--- config.mk ---
export PLATFORM = sky130hd
export DESIGN_NAME = img_serial_loader
export DESIGN_NICKNAME = d
export VERILOG_FILES = /design/src/rtl/img_loader_pkg.sv /design/src/rtl/ldr_sync2.sv /design/src/rtl/ldr_uart_rx.sv /design/src/rtl/ldr_word_pack.sv /design/src/rtl/img_serial_loader.sv
export SDC_FILE = /design/constraint.sdc
export NUM_CORES = 1
export LEC_CHECK = 0
export BUFFER_PORTS_ARGS = -buffer_cell sky130_fd_sc_hd__buf_4
export CAP_MARGIN = 10
export CORE_MARGIN = 8
export CORE_UTILIZATION = 30
export CTS_CLUSTER_DIAMETER = 80
export DETAILED_ROUTE_END_ITERATION = 8
export PLACE_DENSITY_LB_ADDON = 0.15
export REMOVE_ABC_BUFFERS = 1
export SKIP_CTS_REPAIR_TIMING = 1
export SLEW_MARGIN = 15
export SYNTH_ARGS = -nofsm -noshare
export SYNTH_HDL_FRONTEND = slang
export SYNTH_SLANG_ARGS = --single-unit
--- constraint.sdc ---
create_clock -name clk -period 2.77 [get_ports clk]
set_input_delay 0.6925 -clock clk [delete_from_list [all_inputs] [get_ports clk]]
set_output_delay 0.6925 -clock clk [all_outputs]
set_load 0.01 [all_outputs]
--- src/rtl/img_loader_pkg.sv ---
package img_loader_pkg;
  localparam int BYTE_W  = 8;
  localparam int WORD_W  = 32;
  localparam int BYTES_PER_WORD = WORD_W / BYTE_W;
  localparam int ACC_W   = WORD_W - BYTE_W;
  localparam logic [WORD_W-1:0] END_WORD = 32'h0000_0FFF;

  typedef logic [WORD_W-1:0] word_t;
  typedef enum logic [1:0] {RX_IDLE, RX_START, RX_DATA, RX_STOP} rx_state_t;

  // serial data arrives LSB first: new bit enters at the top
  function automatic logic [BYTE_W-1:0] shift_in_lsb_first(input logic [BYTE_W-1:0] sh,
                                                            input logic b);
    return {b, sh[BYTE_W-1:1]};
  endfunction

  // earlier bytes sit above the newest one
  function automatic word_t pack_word(input logic [ACC_W-1:0] acc,
                                      input logic [BYTE_W-1:0] b);
    return {acc, b};
  endfunction

  function automatic logic is_end_word(input word_t w);
    return w == END_WORD;
  endfunction
endpackage

--- src/rtl/ldr_sync2.sv ---
module ldr_sync2 (
  input  logic clk,
  input  logic rst,
  input  logic d_async,
  output logic d_sync
);
  logic meta;
  always_ff @(posedge clk) begin
    if (rst) begin
      meta   <= 1'b1;
      d_sync <= 1'b1;
    end else begin
      meta   <= d_async;
      d_sync <= meta;
    end
  end
endmodule

--- src/rtl/ldr_uart_rx.sv ---
module ldr_uart_rx import img_loader_pkg::*; #(
  parameter int CLKS_PER_BIT = 87
) (
  input  logic              clk,
  input  logic              rst,
  input  logic              rx_s,
  output logic              byte_stb,
  output logic [BYTE_W-1:0] byte_val,
  output logic              ferr_stb
);
  localparam int CW   = $clog2(CLKS_PER_BIT + 1);
  localparam int HALF = CLKS_PER_BIT / 2;
  localparam logic [CW-1:0] HALF_END = CW'(HALF - 1);
  localparam logic [CW-1:0] FULL_END = CW'(CLKS_PER_BIT - 1);

  rx_state_t         st;
  logic [CW-1:0]     cnt;
  logic [2:0]        bit_idx;
  logic [BYTE_W-1:0] sh;

  assign byte_val = sh;

  always_ff @(posedge clk) begin
    if (rst) begin
      st       <= RX_IDLE;
      cnt      <= '0;
      bit_idx  <= '0;
      sh       <= '0;
      byte_stb <= 1'b0;
      ferr_stb <= 1'b0;
    end else begin
      byte_stb <= 1'b0;
      ferr_stb <= 1'b0;
      unique case (st)
        RX_IDLE: begin
          cnt <= '0;
          if (!rx_s) st <= RX_START;
        end
        RX_START: begin
          if (cnt == HALF_END) begin
            cnt     <= '0;
            bit_idx <= '0;
            st      <= rx_s ? RX_IDLE : RX_DATA;
          end else begin
            cnt <= cnt + 1'b1;
          end
        end
        RX_DATA: begin
          if (cnt == FULL_END) begin
            cnt <= '0;
            sh  <= shift_in_lsb_first(sh, rx_s);
            if (bit_idx == 3'd7) st <= RX_STOP;
            else bit_idx <= bit_idx + 1'b1;
          end else begin
            cnt <= cnt + 1'b1;
          end
        end
        RX_STOP: begin
          if (cnt == FULL_END) begin
            cnt <= '0;
            st  <= RX_IDLE;
            if (rx_s) byte_stb <= 1'b1;
            else      ferr_stb <= 1'b1;
          end else begin
            cnt <= cnt + 1'b1;
          end
        end
        default: st <= RX_IDLE;
      endcase
    end
  end
endmodule

--- src/rtl/ldr_word_pack.sv ---
module ldr_word_pack import img_loader_pkg::*; #(
  parameter int ADDR_W = 12
) (
  input  logic              clk,
  input  logic              rst,
  input  logic              byte_stb,
  input  logic [BYTE_W-1:0] byte_val,
  output logic              mem_we,
  output logic [ADDR_W-1:0] mem_addr,
  output word_t             mem_data,
  output logic              done,
  output logic              overflow
);
  localparam int BC_W = $clog2(BYTES_PER_WORD);
  localparam logic [BC_W-1:0] LAST_BYTE = BC_W'(BYTES_PER_WORD - 1);

  logic [BC_W-1:0]   bcnt;
  logic [ACC_W-1:0]  acc;
  logic [ADDR_W-1:0] waddr;
  logic              full;

  wire   accept    = byte_stb && !done && !overflow;
  wire   last_byte = (bcnt == LAST_BYTE);
  word_t word_now;
  assign word_now  = pack_word(acc, byte_val);

  always_ff @(posedge clk) begin
    if (rst) begin
      bcnt     <= '0;
      acc      <= '0;
      waddr    <= '0;
      full     <= 1'b0;
      mem_we   <= 1'b0;
      mem_addr <= '0;
      mem_data <= '0;
      done     <= 1'b0;
      overflow <= 1'b0;
    end else begin
      mem_we <= 1'b0;
      if (accept) begin
        if (!last_byte) begin
          acc  <= {acc[ACC_W-BYTE_W-1:0], byte_val};
          bcnt <= bcnt + 1'b1;
        end else begin
          bcnt <= '0;
          if (is_end_word(word_now)) begin
            done <= 1'b1;
          end else if (full) begin
            overflow <= 1'b1;
          end else begin
            mem_we   <= 1'b1;
            mem_addr <= waddr;
            mem_data <= word_now;
            waddr    <= waddr + 1'b1;
            if (waddr == '1) full <= 1'b1;
          end
        end
      end
    end
  end
endmodule

--- src/rtl/img_serial_loader.sv ---
module img_serial_loader import img_loader_pkg::*; #(
  parameter int CLKS_PER_BIT = 87,
  parameter int ADDR_W       = 12
) (
  input  logic              clk,
  input  logic              rst,
  input  logic              rx_line,
  output logic              ready,
  output logic              mem_we,
  output logic [ADDR_W-1:0] mem_addr,
  output logic [31:0]       mem_data,
  output logic              done,
  output logic              frame_err,
  output logic              overflow
);
  logic              rx_s;
  logic              byte_stb;
  logic              ferr_stb;
  logic [BYTE_W-1:0] byte_val;
  logic              up_q;

  ldr_sync2 u_sync (
    .clk(clk), .rst(rst), .d_async(rx_line), .d_sync(rx_s)
  );

  ldr_uart_rx #(.CLKS_PER_BIT(CLKS_PER_BIT)) u_rx (
    .clk(clk), .rst(rst), .rx_s(rx_s),
    .byte_stb(byte_stb), .byte_val(byte_val), .ferr_stb(ferr_stb)
  );

  ldr_word_pack #(.ADDR_W(ADDR_W)) u_pack (
    .clk(clk), .rst(rst), .byte_stb(byte_stb), .byte_val(byte_val),
    .mem_we(mem_we), .mem_addr(mem_addr), .mem_data(mem_data),
    .done(done), .overflow(overflow)
  );

  always_ff @(posedge clk) begin
    if (rst) begin
      up_q      <= 1'b0;
      frame_err <= 1'b0;
    end else begin
      up_q <= 1'b1;
      if (ferr_stb) frame_err <= 1'b1;
    end
  end

  assign ready = up_q && !done && !overflow;
endmodule

# Word level (Yosys, flattened, before mapping)
# Cells that the tools add are included.
[word_totals]
word_cells = 84
output_inout_bits = 49
regBits = 112
input_bits = 3
[classes]
n_addsub = 4
n_bitwise = 6
eq_ne = 15
n_reduce_logical = 19
mux = 21
[op_table]
columns = ["cell", "count"]
rows = [
  ["== test 32 x 12 -> 1 bit (second input constant)", 1],
  ["case mux 7 bit (3 select lines)", 1],
  ["2-to-1 mux 2 bit", 7],
  ["2-to-1 mux 7 bit", 2],
  ["adder 12 x 1 -> 12 bit (second input constant)", 1],
  ["== test 12 bit (second input constant)", 1],
  ["AND reduction 4 bit", 3],
  ["2-to-1 mux 3 bit", 3],
  ["inequality test 2 x 1 -> 1 bit (second input constant)", 4],
  ["case mux 2 bit (4 select lines)", 1],
  ["adder 7 x 1 -> 7 bit (second input constant)", 1],
  ["== test 7 x 6 -> 1 bit (second input constant)", 1],
  ["== test 7 bit (second input constant)", 1],
  ["== test 2 bit (second input constant)", 3],
  ["2-to-1 mux 1 bit", 6],
  ["NOT 1 bit", 6],
  ["case mux 3 bit (2 select lines)", 1],
  ["AND reduction 3 bit", 2],
  ["AND reduction 5 bit", 1],
  ["logical AND 1 bit", 4],
  ["inequality test 2 bit (second input constant)", 2],
  ["AND reduction 2 bit", 2],
  ["OR reduction 4 bit", 1],
  ["adder 3 x 1 -> 3 bit (second input constant)", 1],
  ["8 further kinds", 9],
]

# Logic depth before layout (Yosys ltp)
# Gate-level depths: netlist of run 1.
[logic_depth]
ltp_word = 5
ltp_mapped = 8
depth_no_buf = 7

# By module
# From an unflattened synthesis of run 1, not the netlist that was laid out.
[unflattened]
hier_cells = 467
hier_area_um2 = 4473.0
[modules_own_cells]
columns = ["mod", "n_inst", "cells_each", "area_per_inst_um2"]
rows = [
  ["ldr_word_pack", 1, 349, 3301.9],
  ["ldr_uart_rx", 1, 109, 1052.3],
  ["img_serial_loader", 1, 5, 66.3],
  ["ldr_sync2", 1, 4, 52.6],
]

# Worst setup path after synthesis of run 1
# OpenSTA, ideal clock, no wires.
[synth_timing]
kind = "flip-flop to flip-flop"
startpoint = "register u_pack.acc[4]"
endpoint = "register u_pack.mem_data[15]"
required_ns = 2.627
setup_slack_ns = 0.553
setup_ns = 0.143
path_buffers = 3
t_arrival_ns = 2.074
stages_incl_launch_ff = 9
cell_sequence = "dfxtp_1 or4b_1 or4_1 buf_2 o21a_1 buf_2 buf_6 nand2_1 a21oi_2"
[synth_via]
elab_chain_len = 3
[synth_lines]
columns = ["item", "line", "rtl"]
rows = [
  ["start: declaration", "ldr_word_pack.sv:18", "logic [ACC_W-1:0] acc;"],
  ["start signal: assignment", "ldr_word_pack.sv:42", "acc <= {acc[ACC_W-BYTE_W-1:0], byte_val};"],
  ["== test 32 x 12 -> 1 bit", "img_loader_pkg.sv:24", "return w == END_WORD;"],
  ["NOT 1 bit (no line)", "n/a", ""],
  ["AND reduction 4 bit (no line)", "n/a", ""],
  ["end signal: assignment", "ldr_word_pack.sv:53", "mem_data <= word_now;"],
  ["end: declaration", "ldr_word_pack.sv:10", "output word_t mem_data,"],
]
# Every way passes these cells.
# A chain may end at the register's enable or synchronous reset.

# Final worst setup path of run 1
[layout_timing]
startpoint = "register u_pack.acc[4]"
endpoint = "register u_pack.waddr[6]"
[layout_via]
elab_chain_len = 3
[layout_lines]
columns = ["item", "line", "rtl"]
rows = [
  ["== test 32 x 12 -> 1 bit", "img_loader_pkg.sv:24", ""],
  ["NOT 1 bit (no line)", "n/a", ""],
  ["AND reduction 4 bit (no line)", "n/a", ""],
  ["end signal: assignment", "ldr_word_pack.sv:54", "waddr <= waddr + 1'b1;"],
  ["end: declaration", "ldr_word_pack.sv:19", "logic [ADDR_W-1:0] waddr;"],
]
# Every way passes these cells.

==> reports/metrics.csv, run 1 <==
metric,value,unit
#FFs+latches synth,112,
asr flop ratio synth,0,%
initial antenna violation count,0,
top-count cell post-synth,nand2_1,
Critical Path RT,3010,ps
Total Neg Setup Slack,0,ps
GRT Total Usage,10.8,%
vias in the first global route,3289,
"Distinct cells, synth",41,
RSZ-0062 raised after global routing,false,
Die Height,137,um
Layout area overhead,19.9,%
# rows,44,
Avg Inst Size Synth,8.72,um2
vias per inst,4.60,
global-route wire length before repair,16100,um
Synth Cell Area,4380,um2
Leak Pwr,1.82,nW
Core Region,14400,um2
final slew viol count,0,
share of cells above drive strength 1,22.1,%
critical path class,reg2reg,
clk_lat worst skew,350,ps
Boundary Pins,52,
Mapped Cells,502,
"Seq/Total Area, Yosys",51.2,%
grt total ovfl,0,
Tcrit/Tclk final,88.7,%
detail-routed net length per standard cell,13.1,um
worst-path maximum fanout,22,
total wire length,9660,um
die span in x,137,um
Final Util,36.4,%
Residual DRC,0,
placed cell areas,4940,um2
largest area contributor in the netlist,dfxtp_1,
P per Cell Area,578,nW/um2
# nets final,555,
Post-synth EDFFs,0,
Worst-Margin Slew,492,ps
Buffers on Ports,51,
ys flop type,dfxtp_1,
Antenna Violating Nets Remaining,0,
Max-Cap Viols,0,
gpl congestion,0.739,
# setup viols final,0,
final hold violation count,0,
CTS tree,built,
area of the die,18700,um2
Ant. Diodes,0,
"CTS clk-pin slew, worst paths",70,ps
share of the synthesized area in the top cell type,51.2,%
drt first-iter violations,204,
Yosys warning total,0,
initial core utilization,30.4,%
Setup crit end kind,flop,
largest net degree at the start of global routing,51,
VDD IR max,0.318,mV
DR pass1 iterations,4,
Arrival @ worst endpoint,2690,ps
Slew headroom,67.1,%
Post-synth top cells,"nand2_1, dfxtp_1, a21oi_1",
clk sinks,112,
worst clock skew,7.79,ps
total power,0.00304,W
synth top area cells,"dfxtp_1, nand2_1, a21oi_1",
Achievable Freq,0.407,GHz
CTS H-tree depth,3,
Startpoint Class,flop,
"Design Area, Final",5250,um2
status,"complete, no violations",
Inserted Clock Buffers,9,
detailed-placement wirelength estimate,6550,um
CTS Root Cell,clkbuf_16,
Final min period,2460,ps
Hold Path Class,reg2reg,
buffer depth of the longest clock path,2,
DR vias,3384,
## stage by stage
stage / instances / hold slack [ps] / setup slack (ps)
after CTS: 735 / 425 / 274
after detailed placement: 719 / 407 / 300
after global routing: 735 / 450 / 190
after global placement: 719 / 392 / 345
final: 735 / 420 / 313
after floorplan: 474 / 389 / 0.619
## final timing paths
kind / start / endpoint / slack (ps) / cells past startpoint
min reg2reg: u_sync.meta$_SDFF_PP1_ / u_sync.d_sync$_SDFF_PP1_ / 420 / 1
max reg2reg: u_pack.acc[4]$_SDFFE_PP0P_ / u_pack.waddr[6]$_SDFFE_PP0P_ / 310 / 6
min: u_sync.meta$_SDFF_PP1_ / u_sync.d_sync$_SDFF_PP1_ / 420 / 1
max: u_pack.acc[4]$_SDFFE_PP0P_ / u_pack.waddr[6]$_SDFFE_PP0P_ / 310 / 6
## report_power, final
| group | internal, W | switching [W] |
|---|---|---|
| Clock | 0.000817 | 0.000558 |
| Sequential | 0.00161 | 0.00000265 |
| Combinational | 0.0000120 | 0.0000333 |
## per-layer routing
metal  track usage (%)  part of all wire (%)  vias up
met5                 0                     0        -
met4              4.04                   1.1        0
met3              4.07                   5.0        8
met2              17.1                    46       45
met1              13.2                    48     1556
li1                  -                     -     1775
## logic make-up (layout without fill, tap and decap cells)
group,after synthesis,after routing,synth area share [%]
simple gates,231,231,23.9
mux,11,11,2.57
compound gates,96,96,14.1
flops,112,112,51.2
fa+ha+maj,6,6,1.71
xor+xnor,12,12,2.40
buf+inv,34,83,4.09
## area by class of cell
cell class,count,area (um2)
Clock buffer,13,250
Fill cell,1570,9170
Inverter,6,22.5
Timing Repair Buffer,61,483
Tap cell,184,230
Clock inverter,3,65.1
Multi-Input combinational cell,356,1960
Sequential cell,112,2240
## worst max-delay path: stages, from the launching register on
cell     delay, ps
dfxtp_1        340
or4b_1         510
or4_1          730
o21ai_4        240
buf_4          300
or4_1          160
a21oi_1         60
## flip-flops by register name, summed over array words and instances, names as in the netlist, 2 cells and up, named ones only
register / cells
u_pack.mem_data: 32
u_pack.acc: 24
u_pack.mem_addr: 12
u_pack.waddr: 12
u_rx.byte_val: 8
u_rx.cnt: 7
u_rx.bit_idx: 3
u_pack.bcnt: 2
## cell usage in the layout, fill, tap and decap left out, types with 2 or more instances in the layout
master and instances:
nand2_2 20, a22o_1 2, nor4b_1 2, o21a_1 3
nor4_1 5, o21ai_0 3, ha_1 6, a31o_2 2
nor3_1 3, xnor2_1 5, buf_4 59, clkbuf_16 9
nand4_1 5, nor4bb_1 3, xor2_1 7, dfxtp_1 112
a21oi_2 20, o31ai_1 3, or4_1 3, and2_1 2
nor2_1 42, buf_12 2, mux2i_1 9, nand2_1 128
clkbuf_1 3, a21oi_1 56, o211ai_1 2, and3_1 3
or2_2 3, bufinv_16 2, mux2_2 2, nand4b_1 3
inv_1 6, o2111ai_1 3, nand3_1 5
Power figures use the tool's default switching activity.
==> inputs of run 2 (changes only) <==
--- a/config.mk
+++ b/config.mk
@@ -5,6 +5,7 @@
 export SDC_FILE = /design/constraint.sdc
 export NUM_CORES = 1
 export LEC_CHECK = 0
+export ABC_AREA = 1
 export BUFFER_PORTS_ARGS = -buffer_cell sky130_fd_sc_hd__buf_4
 export CAP_MARGIN = 10
 export CORE_MARGIN = 8
==> reports/metrics.csv, run 2 <==
metric,value,unit,change
detailed-placement wirelength estimate,7110,um,+8.6%
FF-to-FF Start,u_rx.byte_val[6]$_SDFFE_PP0P_,,
Layout area overhead,18.4,%,
Yosys warning total,0,,unchanged
Die Height,142,um,+3.7%
worst-path maximum fanout,38,,+73%
asr flop ratio synth,0,%,unchanged
"commonest non-fill, non-tap cell in the layout",nand2_1,,
share of the synthesized area in the top cell type,47.2,%,-4.0 points
buffer depth of the longest clock path,2,,unchanged
largest net degree at the start of global routing,39,,-24%
# setup viols final,0,,unchanged
Setup crit end kind,flop,,
final slew viol count,0,,unchanged
Multi-input gate area,1990,um2,+1.5%
Final WS setup,742,ps,+428 ps
Residual DRC,0,,unchanged
Boundary Pins,52,,unchanged
crit path launch,u_rx.byte_val[6]$_SDFFE_PP0P_,,
Leak Pwr,2.69,nW,+48%
Startpoint Class,flop,,
Worst R2R End,u_pack.mem_data[4]$_SDFFE_PP0P_,,
Final min period,2030,ps,-428 ps
Final Util,35.9,%,-0.48 points
WHS Path Cells,1,,unchanged
Reg2Reg Depth,10,,+4
Hold WS,413,ps,-6.98 ps
Critical Path RT,3010,ps,about the same
drt first-iter violations,176,,-14%
vias in the first global route,3876,,+18%
ys flop type,dfxtp_1,,
Worst-Margin Slew,463,ps,-29.0 ps
"Seq/Total Area, Yosys",47.2,%,-4.0 points
Slew headroom,69.1,%,+2.0 points
Hold Path Class,reg2reg,,
total wire length,10400,um,+7.4%
"Distinct cells, synth",22,,-46%
HP Start,u_sync.meta$_SDFF_PP1_,,
max reg flops,32,,unchanged
largest area contributor in the netlist,dfxtp_1,,
"CTS clk-pin slew, worst paths",70,ps,about the same
register area,2240,um2,unchanged
CP most frequent cell,nand2_1,,
grt total ovfl,0,,unchanged
# rows,46,,+4.5%
global-route wire length before repair,17900,um,+11%
Synth Cell Area,4750,um2,+8.5%
R2R setup slack,740,ps,+430 ps
initial antenna violation count,0,,unchanged
DR vias,4008,,+18%
Post-synth EDFFs,0,,unchanged
initial core utilization,30.3,%,about the same
"CP delay by family, top",simple AND/OR/NAND/NOR gates,,
VDD IR max,0.295,mV,-7.3%
CTS tree,built,,
Tcrit/Tclk final,73.2,%,-15 points
Post-synth top cells,"nand2_1, nor2_1, dfxtp_1",,
Mapped Cells,689,,+37%
Buffers on Ports,51,,unchanged
Hold Path Sink,u_sync.d_sync$_SDFF_PP1_,,
top-count cell post-synth,nand2_1,,
CTS Root Cell,clkbuf_16,,
largest register by flop count,u_pack.mem_data,,
Avg Inst Size Synth,6.89,um2,-21%
Ant. Diodes,0,,unchanged
DR pass1 iterations,4,,unchanged
CTS H-tree depth,3,,unchanged
CP cell instances,nand2_1 > nor2_1 > nand2_1 > nor2_2 > nand2_2 > nand3_4 > buf_4 > nand2_1 > nand2_1 > nor2_1,,
Arrival @ worst endpoint,2270,ps,-420 ps
final hold violation count,0,,unchanged
# nets final,736,,+33%
biggest regs,"u_pack.mem_data (32), u_pack.acc (24)",,
layout filler cell count,1730,,+10%
GRT Total Usage,10.9,%,+0.086 points
status,"complete, no violations",,
"commonest cells after routing, fill and taps aside","nand2_1, nor2_1, dfxtp_1",,
"Max stage delay cell, worst path",dfxtp_1,,
clk_lat worst skew,350,ps,about the same
Antenna Violating Nets Remaining,0,,unchanged
Max-Cap Viols,0,,unchanged
#FFs+latches synth,112,,unchanged
gpl congestion,0.785,,+6.2%
pre-CTS WS,701,ps,+401 ps
crit-path max cell delay,420,ps,-310 ps
detail-routed net length per standard cell,10.9,um,-17%
RSZ-0062 raised after global routing,false,,
Inserted Clock Buffers,9,,unchanged
worst clock skew,8.06,ps,+0.262 ps
Total Neg Setup Slack,0,ps,unchanged
share of cells above drive strength 1,10.9,%,-11 points
P per Cell Area,510,nW/um2,-12%
area of the die,20100,um2,+7.4%
clk sinks,112,,unchanged
critical path class,reg2reg,,
vias per inst,4.23,,-8.2%
Achievable Freq,0.493,GHz,+21%
die span in x,142,um,+3.7%
WP buf/inv,1,,unchanged
Core Region,15700,um2,+8.5%
synth top area cells,"dfxtp_1, nand2_1, nor2_1",,
[run 2: how the worst max path moves through the flow]
stage | to | slack [ps] | cells past startpoint
floorplan | u_pack.mem_addr[10]$_SDFFE_PP0P_ | 210 | 7
global placement | u_pack.mem_data[5]$_SDFFE_PP0P_ | 760 | 10
detailed placement | u_pack.mem_data[5]$_SDFFE_PP0P_ | 700 | 10
CTS | u_pack.mem_data[5]$_SDFFE_PP0P_ | 690 | 10
global route | u_pack.mem_data[12]$_SDFFE_PP0P_ | 470 | 10
finish | u_pack.mem_data[4]$_SDFFE_PP0P_ | 740 | 10
[run 2: routing by layer]
metal	global-route usage [%]	share of wire (%)
met5	0	0
met4	5.09	1.8
met3	2.69	4.4
met2	17.9	45
met1	13.3	49
[run 2: final cells by class]
| type | instances | share of cell area (%) |
|---|---|---|
| multi-input combinational | 447 | 35.4 |
| inverter | 97 | 6.47 |
| timing repair buffer | 60 | 8.90 |
| tap | 216 | 4.81 |
| clock inverter | 3 | 0.334 |
| clock buffer | 13 | 4.27 |
| sequential | 112 | 39.9 |
[run 2: report_power, final]
part	switching, W	internal (W)	total [W]	leakage (nW)
Clock	0.000562	0.000611	0.00117	0.128
Sequential	0.00000663	0.00162	0.00162	0.903
Combinational	0.0000515	0.0000227	0.0000743	1.66
Total	0.000620	0.00225	0.00287	2.69
[run 2: logic make-up after synthesis]
| kind of cell | synth area share, % |
|---|---|
| flip-flops | 47.2 |
| XOR/XNOR | 1.48 |
| AND/OR/NAND/NOR | 30.8 |
| buffers and inverters | 11.1 |
| adder cells (fa/ha/maj) | 1.58 |
| AO/OA/AOI/OAI | 7.85 |
[run 2: metrics by stage]
step	total power, W	area [um2]	std cells
global placement	0.00174	5370	932
global route	0.00300	5620	948
floorplan	0.00171	4590	656
detailed placement	0.00174	5370	932
finish	0.00287	5620	948
CTS	0.00293	5620	948
